## src/rtl/stk_seq_pkg.sv

```systemverilog
package stk_seq_pkg;
  localparam int BYTE_W = 8;
  localparam int WORD_W = 2 * BYTE_W;
  localparam int STEP_W = 3;

  typedef enum logic [2:0] {
    OP_BRK = 3'd0, OP_JSR = 3'd1, OP_RTS = 3'd2, OP_RTI = 3'd3,
    OP_PHA = 3'd4, OP_PHP = 3'd5, OP_PLA = 3'd6, OP_PLP = 3'd7
  } stk_op_e;

  typedef enum logic [2:0] {
    SRC_NONE, SRC_RET_HI, SRC_RET_LO, SRC_FLAGS, SRC_ACC
  } wsrc_e;

  typedef enum logic [2:0] {
    DST_NONE, DST_PC_LO, DST_PC_HI, DST_FLAGS, DST_ACC
  } rdst_e;

  typedef struct packed {
    logic  act;
    logic  wr;
    logic  vec;
    logic  vhi;
    wsrc_e src;
    rdst_e dst;
    logic  last;
  } step_t;
endpackage

```

## src/rtl/stk_seq_ctrl.sv

```systemverilog
module stk_seq_ctrl
  import stk_seq_pkg::*;
(
  input  logic    clk,
  input  logic    rst_n,
  input  logic    cmd_valid,
  input  stk_op_e cmd_op,
  output logic    accept,
  output logic    busy,
  output stk_op_e op_q,
  output step_t   step
);
  typedef enum logic {ST_IDLE, ST_RUN} st_e;

  st_e               state_q, state_d;
  logic [STEP_W-1:0] cnt_q, cnt_d;

  assign accept = cmd_valid && (state_q == ST_IDLE);
  assign busy   = (state_q == ST_RUN);

  always_comb begin
    step = '0;
    if (state_q == ST_RUN) begin
      step.act = 1'b1;
      unique case (op_q)
        OP_BRK: begin
          unique case (cnt_q)
            3'd0:    begin step.wr = 1'b1; step.src = SRC_RET_HI; end
            3'd1:    begin step.wr = 1'b1; step.src = SRC_RET_LO; end
            3'd2:    begin step.wr = 1'b1; step.src = SRC_FLAGS; end
            3'd3:    begin step.vec = 1'b1; step.dst = DST_PC_LO; end
            default: begin step.vec = 1'b1; step.vhi = 1'b1;
                           step.dst = DST_PC_HI; step.last = 1'b1; end
          endcase
        end
        OP_JSR: begin
          step.wr   = 1'b1;
          step.src  = (cnt_q == 3'd0) ? SRC_RET_HI : SRC_RET_LO;
          step.last = (cnt_q != 3'd0);
        end
        OP_RTS: begin
          step.dst  = (cnt_q == 3'd0) ? DST_PC_LO : DST_PC_HI;
          step.last = (cnt_q != 3'd0);
        end
        OP_RTI: begin
          unique case (cnt_q)
            3'd0:    step.dst = DST_FLAGS;
            3'd1:    step.dst = DST_PC_LO;
            default: begin step.dst = DST_PC_HI; step.last = 1'b1; end
          endcase
        end
        OP_PHA: begin step.wr = 1'b1; step.src = SRC_ACC;   step.last = 1'b1; end
        OP_PHP: begin step.wr = 1'b1; step.src = SRC_FLAGS; step.last = 1'b1; end
        OP_PLA: begin step.dst = DST_ACC;   step.last = 1'b1; end
        default: begin step.dst = DST_FLAGS; step.last = 1'b1; end
      endcase
    end
  end

  always_comb begin
    state_d = state_q;
    cnt_d   = cnt_q;
    if (accept) begin
      state_d = ST_RUN;
      cnt_d   = '0;
    end else if (state_q == ST_RUN) begin
      if (step.last) begin
        state_d = ST_IDLE;
        cnt_d   = '0;
      end else begin
        cnt_d = cnt_q + 1'b1;
      end
    end
  end

  always_ff @(posedge clk or negedge rst_n) begin
    if (!rst_n) begin
      state_q <= ST_IDLE;
      cnt_q   <= '0;
      op_q    <= OP_PHA;
    end else begin
      state_q <= state_d;
      cnt_q   <= cnt_d;
      if (accept) op_q <= cmd_op;
    end
  end

  AST_DONE_ENDS_BUSY: assert property (@(posedge clk) disable iff (!rst_n)
    step.last |=> !busy);
  AST_DONE_SINGLE: assert property (@(posedge clk) disable iff (!rst_n)
    step.last |=> !step.last);
  AST_NO_RELOAD_BUSY: assert property (@(posedge clk) disable iff (!rst_n)
    busy |=> $stable(op_q));
endmodule

```

## src/rtl/stk_seq_ptr.sv

```systemverilog
module stk_seq_ptr
  import stk_seq_pkg::*;
#(
  parameter logic [BYTE_W-1:0] S_RESET = 8'hFF
) (
  input  logic              clk,
  input  logic              rst_n,
  input  logic              push,
  input  logic              pull,
  output logic [BYTE_W-1:0] s_q,
  output logic [BYTE_W-1:0] slot
);
  logic [BYTE_W-1:0] s_d;
  logic              s_en;

  assign slot = pull ? s_q + 1'b1 : s_q;
  assign s_en = push || pull;
  assign s_d  = push ? s_q - 1'b1 : s_q + 1'b1;

  always_ff @(posedge clk or negedge rst_n) begin
    if (!rst_n)    s_q <= S_RESET;
    else if (s_en) s_q <= s_d;
  end

  AST_PUSH_DEC: assert property (@(posedge clk) disable iff (!rst_n)
    push |=> (s_q == $past(s_q) - 8'd1));
  AST_PULL_INC: assert property (@(posedge clk) disable iff (!rst_n)
    pull |=> (s_q == $past(s_q) + 8'd1));
  AST_ONE_MOVE: assert property (@(posedge clk) disable iff (!rst_n)
    !(push && pull));
endmodule

```

## src/rtl/stk_seq.sv

```systemverilog
module stk_seq
  import stk_seq_pkg::*;
#(
  parameter logic [BYTE_W-1:0] STACK_PAGE = 8'h01,
  parameter logic [BYTE_W-1:0] S_RESET    = 8'hFF,
  parameter logic [WORD_W-1:0] VEC_ADDR   = 16'hFFFE,
  parameter int                BRK_BIT    = 4,
  parameter int                NEG_BIT    = 7,
  parameter int                ZERO_BIT   = 1
) (
  input  logic              clk,
  input  logic              rst_n,
  input  logic              cmd_valid,
  input  logic [2:0]        cmd_op,
  input  logic [WORD_W-1:0] pc_in,
  input  logic [WORD_W-1:0] target,
  input  logic [BYTE_W-1:0] a_in,
  input  logic [BYTE_W-1:0] p_in,
  output logic              busy,
  output logic              done,
  output logic [WORD_W-1:0] mem_addr,
  output logic [BYTE_W-1:0] mem_wdata,
  output logic              mem_we,
  input  logic [BYTE_W-1:0] mem_rdata,
  output logic [WORD_W-1:0] pc_out,
  output logic [BYTE_W-1:0] p_out,
  output logic [BYTE_W-1:0] a_out,
  output logic [BYTE_W-1:0] s_out
);
  logic [1:0]        rst_sync_q;
  logic              rst_int_n;
  logic              accept;
  stk_op_e           op_q;
  step_t             step;
  logic              push, pull;
  logic [BYTE_W-1:0] slot;
  logic [WORD_W-1:0] pc_q, pc_d, tgt_q, ret_w;
  logic [BYTE_W-1:0] p_q, p_d, a_q, a_d, lo_q;
  logic              pc_en, p_en, a_en, lo_en;

  always_ff @(posedge clk or negedge rst_n) begin
    if (!rst_n) rst_sync_q <= 2'b00;
    else        rst_sync_q <= {rst_sync_q[0], 1'b1};
  end
  assign rst_int_n = rst_sync_q[1];

  stk_seq_ctrl u_ctrl (
    .clk(clk), .rst_n(rst_int_n), .cmd_valid(cmd_valid),
    .cmd_op(stk_op_e'(cmd_op)), .accept(accept), .busy(busy),
    .op_q(op_q), .step(step)
  );

  assign push = step.act && step.wr && !step.vec;
  assign pull = step.act && !step.wr && !step.vec;

  stk_seq_ptr #(.S_RESET(S_RESET)) u_ptr (
    .clk(clk), .rst_n(rst_int_n), .push(push), .pull(pull),
    .s_q(s_out), .slot(slot)
  );

  assign done   = step.last;
  assign mem_we = step.act && step.wr;
  assign ret_w  = pc_q - {{(WORD_W-1){1'b0}}, (op_q == OP_JSR)};

  always_comb begin
    if (!step.act)     mem_addr = '0;
    else if (step.vec) mem_addr = {VEC_ADDR[WORD_W-1:1], step.vhi};
    else               mem_addr = {STACK_PAGE, slot};
  end

  always_comb begin
    unique case (step.src)
      SRC_RET_HI: mem_wdata = ret_w[WORD_W-1:BYTE_W];
      SRC_RET_LO: mem_wdata = ret_w[BYTE_W-1:0];
      SRC_FLAGS:  mem_wdata = p_q;
      SRC_ACC:    mem_wdata = a_q;
      default:    mem_wdata = '0;
    endcase
  end

  always_comb begin
    pc_en = accept; pc_d = pc_in;
    p_en  = accept; p_d  = p_in;
    a_en  = accept; a_d  = a_in;
    lo_en = 1'b0;
    if (step.act && !step.wr) begin
      unique case (step.dst)
        DST_PC_LO: lo_en = 1'b1;
        DST_PC_HI: begin
          pc_en = 1'b1;
          pc_d  = {mem_rdata, lo_q} + {{(WORD_W-1){1'b0}}, (op_q == OP_RTS)};
          if (op_q == OP_BRK) begin
            p_en         = 1'b1;
            p_d          = p_q;
            p_d[BRK_BIT] = 1'b1;
          end
        end
        DST_FLAGS: begin p_en = 1'b1; p_d = mem_rdata; end
        DST_ACC: begin
          a_en          = 1'b1;
          a_d           = mem_rdata;
          p_en          = 1'b1;
          p_d           = p_q;
          p_d[NEG_BIT]  = mem_rdata[BYTE_W-1];
          p_d[ZERO_BIT] = (mem_rdata == '0);
        end
        default: ;
      endcase
    end
    if (step.last && op_q == OP_JSR) begin
      pc_en = 1'b1;
      pc_d  = tgt_q;
    end
  end

  always_ff @(posedge clk or negedge rst_int_n) begin
    if (!rst_int_n) begin
      pc_q  <= '0;
      tgt_q <= '0;
      p_q   <= '0;
      a_q   <= '0;
      lo_q  <= '0;
    end else begin
      if (pc_en)  pc_q  <= pc_d;
      if (accept) tgt_q <= target;
      if (p_en)   p_q   <= p_d;
      if (a_en)   a_q   <= a_d;
      if (lo_en)  lo_q  <= mem_rdata;
    end
  end

  assign pc_out = pc_q;
  assign p_out  = p_q;
  assign a_out  = a_q;

  AST_IDLE_NO_WRITE: assert property (@(posedge clk) disable iff (!rst_int_n)
    !busy |-> !mem_we);
  AST_WRITE_IN_PAGE: assert property (@(posedge clk) disable iff (!rst_int_n)
    mem_we |-> (mem_addr[WORD_W-1:BYTE_W] == STACK_PAGE));
  AST_IDLE_S_HOLD: assert property (@(posedge clk) disable iff (!rst_int_n)
    !busy |=> $stable(s_out));
  AST_BRK_FLAG: assert property (@(posedge clk) disable iff (!rst_int_n)
    (done && op_q == OP_BRK) |=> p_out[BRK_BIT]);
  AST_JSR_TARGET: assert property (@(posedge clk) disable iff (!rst_int_n)
    (done && op_q == OP_JSR) |=> (pc_out == $past(tgt_q)));
endmodule

```

## config.mk

```make
export PLATFORM = sky130hd
export DESIGN_NAME = stk_seq
export DESIGN_NICKNAME = d
export VERILOG_FILES = /design/src/rtl/stk_seq_pkg.sv /design/src/rtl/stk_seq_ctrl.sv /design/src/rtl/stk_seq_ptr.sv /design/src/rtl/stk_seq.sv
export SDC_FILE = /design/constraint.sdc
export NUM_CORES = 1
export LEC_CHECK = 0
export CAP_MARGIN = 20
export CORE_ASPECT_RATIO = 1.4
export CORE_MARGIN = 2
export CORE_UTILIZATION = 50
export CTS_CLUSTER_DIAMETER = 120
export DETAILED_ROUTE_END_ITERATION = 10
export PLACE_DENSITY = 0.93
export SLEW_MARGIN = 20
export SYNTH_ARGS = -nofsm -noshare
export SYNTH_HDL_FRONTEND = slang
export SYNTH_SLANG_ARGS = --single-unit
```

## constraint.sdc

```tcl
create_clock -name clk -period 3.9 [get_ports clk]
set_input_delay 0.78 -clock clk [delete_from_list [all_inputs] [get_ports clk]]
set_output_delay 0.78 -clock clk [all_outputs]
set_load 0.05 [all_outputs]
```

After elaboration in Yosys (flattened, before gate mapping)
Cells that the tools add are included.
{"block": "classes", "add_sub_neg": 5, "n_eq_ne": 19, "muxes": 43, "n_bitwise": 1, "reduce_logical": 23}
{"operator": "$mux W16", "count": 5}
{"operator": "$mux W8", "count": 6}
{"operator": "$pmux W8 S4", "count": 1}
{"operator": "$eq A3 B2 Y1 const B", "count": 8}
{"operator": "$pmux W8 S3", "count": 1}
{"operator": "$add A16 B1 Y16", "count": 1}
{"operator": "$mux W1", "count": 16}
{"operator": "$sub A16 B1 Y16", "count": 1}
{"operator": "$eq A3 B3 Y1 const B", "count": 5}
{"operator": "$pmux W3 S5", "count": 1}
{"operator": "$eq A3 B1 Y1 const B", "count": 4}
{"operator": "$pmux W3 S4", "count": 1}
{"operator": "$mux W11", "count": 1}
{"operator": "$mux W3", "count": 3}
{"operator": "$add A8 B1 Y8 const B", "count": 1}
{"operator": "$logic_not A8 Y1", "count": 1}
{"operator": "$pmux W2 S2", "count": 2}
{"operator": "$sub A8 B1 Y8 const B", "count": 1}
{"operator": "$logic_and A1 B1 Y1", "count": 6}
{"operator": "$logic_not A3 Y1", "count": 2}
{"operator": "$pmux W2 S3", "count": 1}
{"operator": "$reduce_or A2 Y1", "count": 3}
{"operator": "$reduce_or A3 Y1", "count": 2}
{"operator": "$mux W2", "count": 2}
{"operator": "13 further kinds", "count": 16}
{"block": "word_totals", "regBits": 73, "inputBits": 62, "word_cells": 103}

Longest topological paths before layout
Gate-level depths: netlist of the first run.
{"block": "logic_depth", "word_depth": 11, "depth_mapped": 9}

Hierarchy
Synthesis of the first run repeated with hierarchy kept, for this count alone.
{"block": "hier_totals", "cells_unflattened": 518, "hier_area_um2": 4887.2}
{"mod": "stk_seq", "instances": 1, "cells_per_inst": 383, "area_per_inst_um2": 3621.0, "seq_area_each_um2": 1451.4}
{"mod": "stk_seq_ctrl", "instances": 1, "cells_per_inst": 71, "area_per_inst_um2": 663.1, "seq_area_each_um2": 176.4}
{"mod": "stk_seq_ptr", "instances": 1, "cells_per_inst": 64, "area_per_inst_um2": 603.1, "seq_area_each_um2": 210.2}

Least setup slack after synthesis of the first run
No wires, ideal clock.
{"block": "synth_path", "path_type": "reg-to-output", "start": "reg u_ctrl.op_q[1]", "end": "out mem_wdata[5]", "t_arrival_ps": 2885, "required_time_ps": 3120, "setup_slack_ps": 235, "path_stages_with_launch": 9, "path_buffers": 1, "path_cell_list": "dfrtp_1 > buf_2 > nor3_1 > ha_1 > nor3b_1 > and2_1 > or3b_1 > xor2_1 > o211ai_1"}
{"block": "synth_via", "elab_chain_cells": 5, "elab_cells_between_ends": 12, "classes_between": "1 x add/sub; 7 x eq/ne; 3 x mux; 1 x reduce/logical"}
{"element": "start, declared", "line": "stk_seq_ctrl.sv:10", "text": "output stk_op_e op_q,"}
{"element": "start signal, assigned", "line": "stk_seq_ctrl.sv:84", "text": "if (accept) op_q <= cmd_op;"}
{"element": "branches (longest 4 deep; another with $sub A16 B1 Y16)"}
{"element": "$pmux W8 S4 *", "line": "stk_seq.sv:72", "text": "unique case (step.src)"}
{"element": "end, declared", "line": "stk_seq.sv:22", "text": "output logic [BYTE_W-1:0] mem_wdata,"}
Every way passes the cells marked *.

Worst setup path after layout of the first run
{"block": "layout_path", "start": "reg u_ctrl.op_q[2]", "end": "out mem_wdata[5]"}
The elaborated chain is that of the path after synthesis.

==> results.md, run 1 <==
* Outcome: finished, final reports clean
* FF+latch count, synth at 73
* Clock-pin slew on the worst setup and hold paths at approximately 0.060 ns
* Grt ovf at 0
* CTS tree: done
* Final Routed Wirelength at about 16000 um
* Final Total Pwr at just over 7 mW
* Commonest non-fill, non-tap cell in the layout: clkdlybuf4s50_1
* Starting density of the core at between 50% and 60%
* Syn Area/Cell at 8.73 sq um
* Critical path type: flop to primary output
* First-pass GRT wire length at ~25000 um
* Mapped Nets at roughly 640
* Ratio of cells with drive above 1 in the final layout at between 10% and 20%
* Vias per cell at ~6.4
* Hold Violations, Final at 0
* Power Dens Cells at ~1100 nW/um^2
* P_leak at 2.73 nW
* Detailed Routing Iterations Pass 1 at 5
* Gate count of the mapped netlist at 565
* Ys flop type: dfrtp_1
* Final Max Tran Viols at 0
* Crit end category: primary output
* Number of H-tree levels at 3
* Placer Congestion at between 0.9 and 1
* Setup TNS at 0 ns
* DR WL/cell at about 20 um
* Post-synth EDFFs at 0
* RSZ-0062 raised after global routing: no
* Max incr delay on CP at 0.49 ns
* Die area at 10700 sq um
* Setup violations, final at 0
* FFs w/ async S/R, synth at between 90% and 100%
* Post CTS Setup Buffer Count at 0
* Worst-Margin Slew at 0.865 ns
* Critical path cell sequence: nor3_2 > ha_1 > nor3b_1 > and2_1 > or3b_1 > xor2_1 > o211ai_1 > buf_12
* Flip-flop and latch area at approximately 1800 sq um
* Die span in x at just under 90 um
* Initial DRC count at 650
* Type of origin of the critical path: flop
* GR Util All Layers at about 31%
* Post-DP HPWL at between 10000 and 15000 um
* Seq/Total Area, Yosys at between 30% and 40%
* Clock skew at slightly below 0.009 ns
* Min Hold Slack at 0.353 ns
* Yosys warnings at 0
* Vias in the first global route at approximately 5000
* Slowest-stage cell, CP: dfstp_2
* Filler cells at ~700
* DRC at 0
* CTS Buffer Depth at 2
* Setup WS pre-CTS at 0.455 ns
* Worst slew margin at 42.3%
* Port Buffers at between 100 and 150
* Root buffer cell: clkbuf_16
* Floorplan core area at roughly 9500 sq um
* Crit share post-route at a little over nine tenths
* Core Rows at 42
* Worst path buffer plus inverter count at 1
* Max Freq at about 0.27 GHz
* Delay-heaviest family, CP: simple AND/OR/NAND/NOR gates
* Nets at 748
* Die height at roughly 120 um
* Antenna violations before repair at 0
* Tmin final at approximately 3.7 ns
* Diodes inserted at 0
* CP required at ~3.1 ns
* Pin count of the biggest net entering global routing at 39
* DRT antenna net count at 0
* Later-pin clock latency in the skew report at between 0.3 and 0.4 ns
* Worst path arrival time at a little under 3 ns
* Area growth syn-to-layout at 35.7%
* Worst VDD drop at 0.515 mV
* Most frequent cells in the layout: clkdlybuf4s50_1, nand2_1, dfrtp_1, nor2_1, inv_1
* Cell Area, Synth at roughly 5000 sq um
* Sink Count at 73
* Ports at 129
* Yosys cell types at 73
* CTS buffer count at 9
* PnR worst setup slack at 0.178 ns
* Hold crit path type: flop to flop
* Max-cap violations at 0
* Vias at approximately 5200
* Footprint of the multi-input gates at 2800 sq um
* CP Max Fanout at 24
-- registers in the layout, indices dropped and copies added (netlist names) --
name	flops
u_ptr.s_q	8
u_ctrl.op_q	3
u_ctrl.busy	1
tgt_q	16
lo_q	8
pc_out	16
a_out	8
rst_sync_q	2
u_ctrl.cnt_q	3
p_out	8
-- layout make-up --
| class | count | area share [%] |
|---|---|---|
| clock buffer | 10 | 3.57 |
| clock inverter | 6 | 1.08 |
| inverter | 30 | 1.68 |
| multi-input combinational | 421 | 41.9 |
| sequential | 73 | 27.5 |
| tap | 132 | 2.47 |
| timing repair buffer | 140 | 21.8 |
-- routing by layer --
layer	vias up	GRT usage, %	wire length, um
met5	-	0	0
met4	0	18.5	825
met3	86	5.92	1400
met2	366	50.9	8170
met1	2489	36.0	5640
li1	2281	-	-
-- synth_stat cells (all sizes together) (14+ instances only) --
master   n  area [sq um]
nor2    33           131
nand2   92           345
a21oi   14          73.8
buf     21           124
o211ai  14           105
nand3   22           110
clkbuf  20          75.1
inv     30           113
o21ai   14          70.1
dfrtp   64          1600
xnor2   24           210
a22oi   14           105
a31oi   17           106
-- report_power, final --
part	leakage, nW	total (mW)	switching [mW]	internal [mW]
combinational	1.72	4.58	2.89	1.69
sequential	0.862	1.67	0.499	1.17
clock	0.150	0.878	0.357	0.521
-- stage by stage --
stage / area [sq um] / utilization [%] / std cells
floorplan: 4930 / - / 565
global placement: 6360 / 66.9 / 796
detailed placement: 6360 / 66.9 / 796
CTS: 6680 / 70.2 / 812
global route: 6690 / 70.3 / 812
finish: 6690 / 70.3 / 812
-- cells by family (layout without fill, tap and decap cells) --
logic type | after synthesis | count (layout) | share of synthesized area [%]
adder cells (fa/ha/maj) | 11 | 11 | 2.79
AND/OR/NAND/NOR | 211 | 211 | 20.6
flip-flops | 73 | 73 | 37.3
buffers and inverters | 71 | 186 | 6.32
other | 1 | 1 | 0.0760
XOR/XNOR | 37 | 37 | 6.57
multiplexers | 8 | 8 | 1.83
AO/OA/AOI/OAI | 153 | 153 | 24.5
-- final timing paths --
| kind | startpoint | end | slack, ns | depth (start not counted) |
|---|---|---|---|---|
| setup reg to reg | u_ctrl.cnt_q[2] | pc_out[0] | 0.94 | 7 |
| hold / removal | rst_sync_q[0] | rst_sync_q[1] | 0.35 | 0 |
| hold reg to reg | rst_sync_q[0] | rst_sync_q[1] | 0.35 | 0 |
| min in group asynchronous | rst_sync_q[1] | u_ctrl.busy | 0.39 | 0 |
| max in group asynchronous | rst_sync_q[1] | p_out[6] | 2.53 | 1 |
| setup / recovery | u_ctrl.op_q[2] | mem_wdata[5] | 0.18 | 8 |
-- repair_timing --
action,CTS,global route
hold buffers,0,0
setup endpoints to repair,0,11
resized for setup,0,2
hold endpoints to repair,0,0
Power figures use the tool's default switching activity.
==> run 2, diff against run 1 <==
- MAX_ROUTING_LAYER: not set -> met4
==> run 2 against run 1 <==
Compared with the run above: global-route usage grew 0.12 points; maximum frequency grew 0.31%; first-iteration DRC count grew 1.2%; cell count is the same; register-to-register slack gained 0.06 ns; via count shrank 1.2%; hold slack lost 0.016 ns; sequential cell count is the same; non-clock buffer count is the same; clock power shrank 2%; power shrank 0.46%; die area is the same.
==> results.md, run 2 (synthesis gave the netlist of run 1 again) <==
* Outcome: finished, final reports clean
* Final Routed Wirelength at 15700 um
* Tmin final at around 3.7 ns
* Commonest non-fill, non-tap cell in the layout: clkdlybuf4s50_1
* Min Hold Slack at 0.337 ns
* Max incr delay on CP at 0.49 ns
* Starting density of the core at between 50% and 60%
* Port Buffers at approximately 130
* Detailed Routing Iterations Pass 1 at 6
* Clock skew at 0.00954 ns
* Critical path cell sequence: nor3_2 > ha_1 > nor3b_1 > and2_1 > or3b_1 > xor2_1 > o211ai_1 > buf_12
* Setup TNS at 0 ns
* CTS buffer count at 9
* DRT antenna net count at 0
* Most frequent cells in the layout: clkdlybuf4s50_1, nand2_1, dfrtp_1, nor2_1, inv_1
* CTS tree: done
* Hold Violations, Final at 0
* Worst VDD drop at roughly 0.45 mV
* DR WL/cell at between 15 and 20 um
* Crit share post-route at a little over nine tenths
* Worst path arrival time at just under 3 ns
* CTS Buffer Depth at 2
* Critical path type: flop to primary output
* Worst path buffer plus inverter count at 1
* Nets at between 700 and 800
* Die area at between 10000 and 15000 sq um
* P_leak at 2.72 nW
* Max Freq at 0.270 GHz
* Later-pin clock latency in the skew report at 0.34 ns
* Die span in x at a little under 90 um
* Power Dens Cells at approximately 1100 nW/um^2
* Worst slew margin at roughly half
* Vias per cell at around 6.4
* Ports at 129
* # hold bufs at CTS at 0
* Grt ovf at 0
* Diodes inserted at 0
* Root buffer cell: clkbuf_16
* RSZ-0062 raised after global routing: no
* Core Rows at 42
* Placer Congestion at ~0.97
* Pin count of the biggest net entering global routing at 50
* Max-cap violations at 0
* Sink Count at 73
* Final Max Tran Viols at 0
* DRC at 0
* Ratio of cells with drive above 1 in the final layout at roughly an eighth
* Vias at 5159
* First-pass GRT wire length at around 25000 um
* GR Util All Layers at 30.8%
* Slowest-stage cell, CP: dfstp_2
* Worst-Margin Slew at about 0.77 ns
* Clock-pin slew on the worst setup and hold paths at around 0.070 ns
* Number of H-tree levels at 3
* Post-DP HPWL at 11900 um
* Final Util at between 70% and 80%
* Floorplan core area at around 9500 sq um
* CP required at 3.12 ns
* Area growth syn-to-layout at 35.6%
* Initial DRC count at 658
* Delay-heaviest family, CP: simple AND/OR/NAND/NOR gates
* Die height at 122 um
* CP Max Fanout at 24
* Hold crit path type: flop to async pin
* Antenna violations before repair at 0
* Setup violations, final at 0
* Type of origin of the critical path: flop
* Crit end category: primary output
* Vias in the first global route at about 5000
[run 2: cell count changes in the layout (fill, tap and decap cells not counted)]
cell / previous run / this run
dfrtp_4: 0 / 1
clkinv_4: 1 / 0
clkbuf_8: 1 / 0
clkinvlp_4: 1 / 2
inv_8: 0 / 1
dfrtp_2: 1 / 0
[run 2: area by class of cell]
class / instances / area, sq um
clock buffer: 9 / 225
clock inverter: 7 / 82.6
fill: 703 / 2820
inverter: 30 / 113
multi-input combinational: 421 / 2800
sequential: 73 / 1840
tap: 132 / 165
timing repair buffer: 140 / 1460
[run 2: final timing paths]
kind,end,slack (ns),startpoint,cells after the start
max,mem_wdata[5],0.19,u_ctrl.op_q[2],8
min,u_ctrl.cnt_q[2],0.34,rst_sync_q[1],0
max reg2reg,pc_out[0],1.00,u_ctrl.cnt_q[2],7
min reg2reg,u_ctrl.cnt_q[2],0.34,rst_sync_q[1],0
max in group asynchronous,u_ptr.s_q[7],2.76,rst_sync_q[1],1
min in group clk,rst_sync_q[1],0.35,rst_sync_q[0],0
[run 2: what timing repair did]
| action | in CTS | in global routing |
|---|---|---|
| gates resized for setup | 0 | 2 |
| setup endpoints to repair | 0 | 3 |
| setup buffers | 0 | 0 |
[run 2: layer usage]
layer / track usage (%) / vias up / routed length, um
met5: - / - / 0
met4: 16.6 / 0 / 765
met3: 4.83 / 78 / 1280
met2: 50.6 / 329 / 7920
met1: 35.6 / 2467 / 5760
li1: - / 2285 / -
[run 2: per-stage QoR]
step,setup WS (ns),total power [mW],instance area [sq um],std cells
floorplan,0.235,4.61,4930,565
global placement,0.523,6.01,6360,796
detailed placement,0.503,6.14,6360,796
CTS,0.110,7.03,6670,812
global route,0.0126,7.42,6690,812
finish,0.189,7.09,6690,812
[run 2: power breakdown]
group          switching [mW]  internal (mW)  total, mW
combinational            2.86           1.69       4.55
clock                   0.357          0.507      0.863
sequential              0.505           1.17       1.67
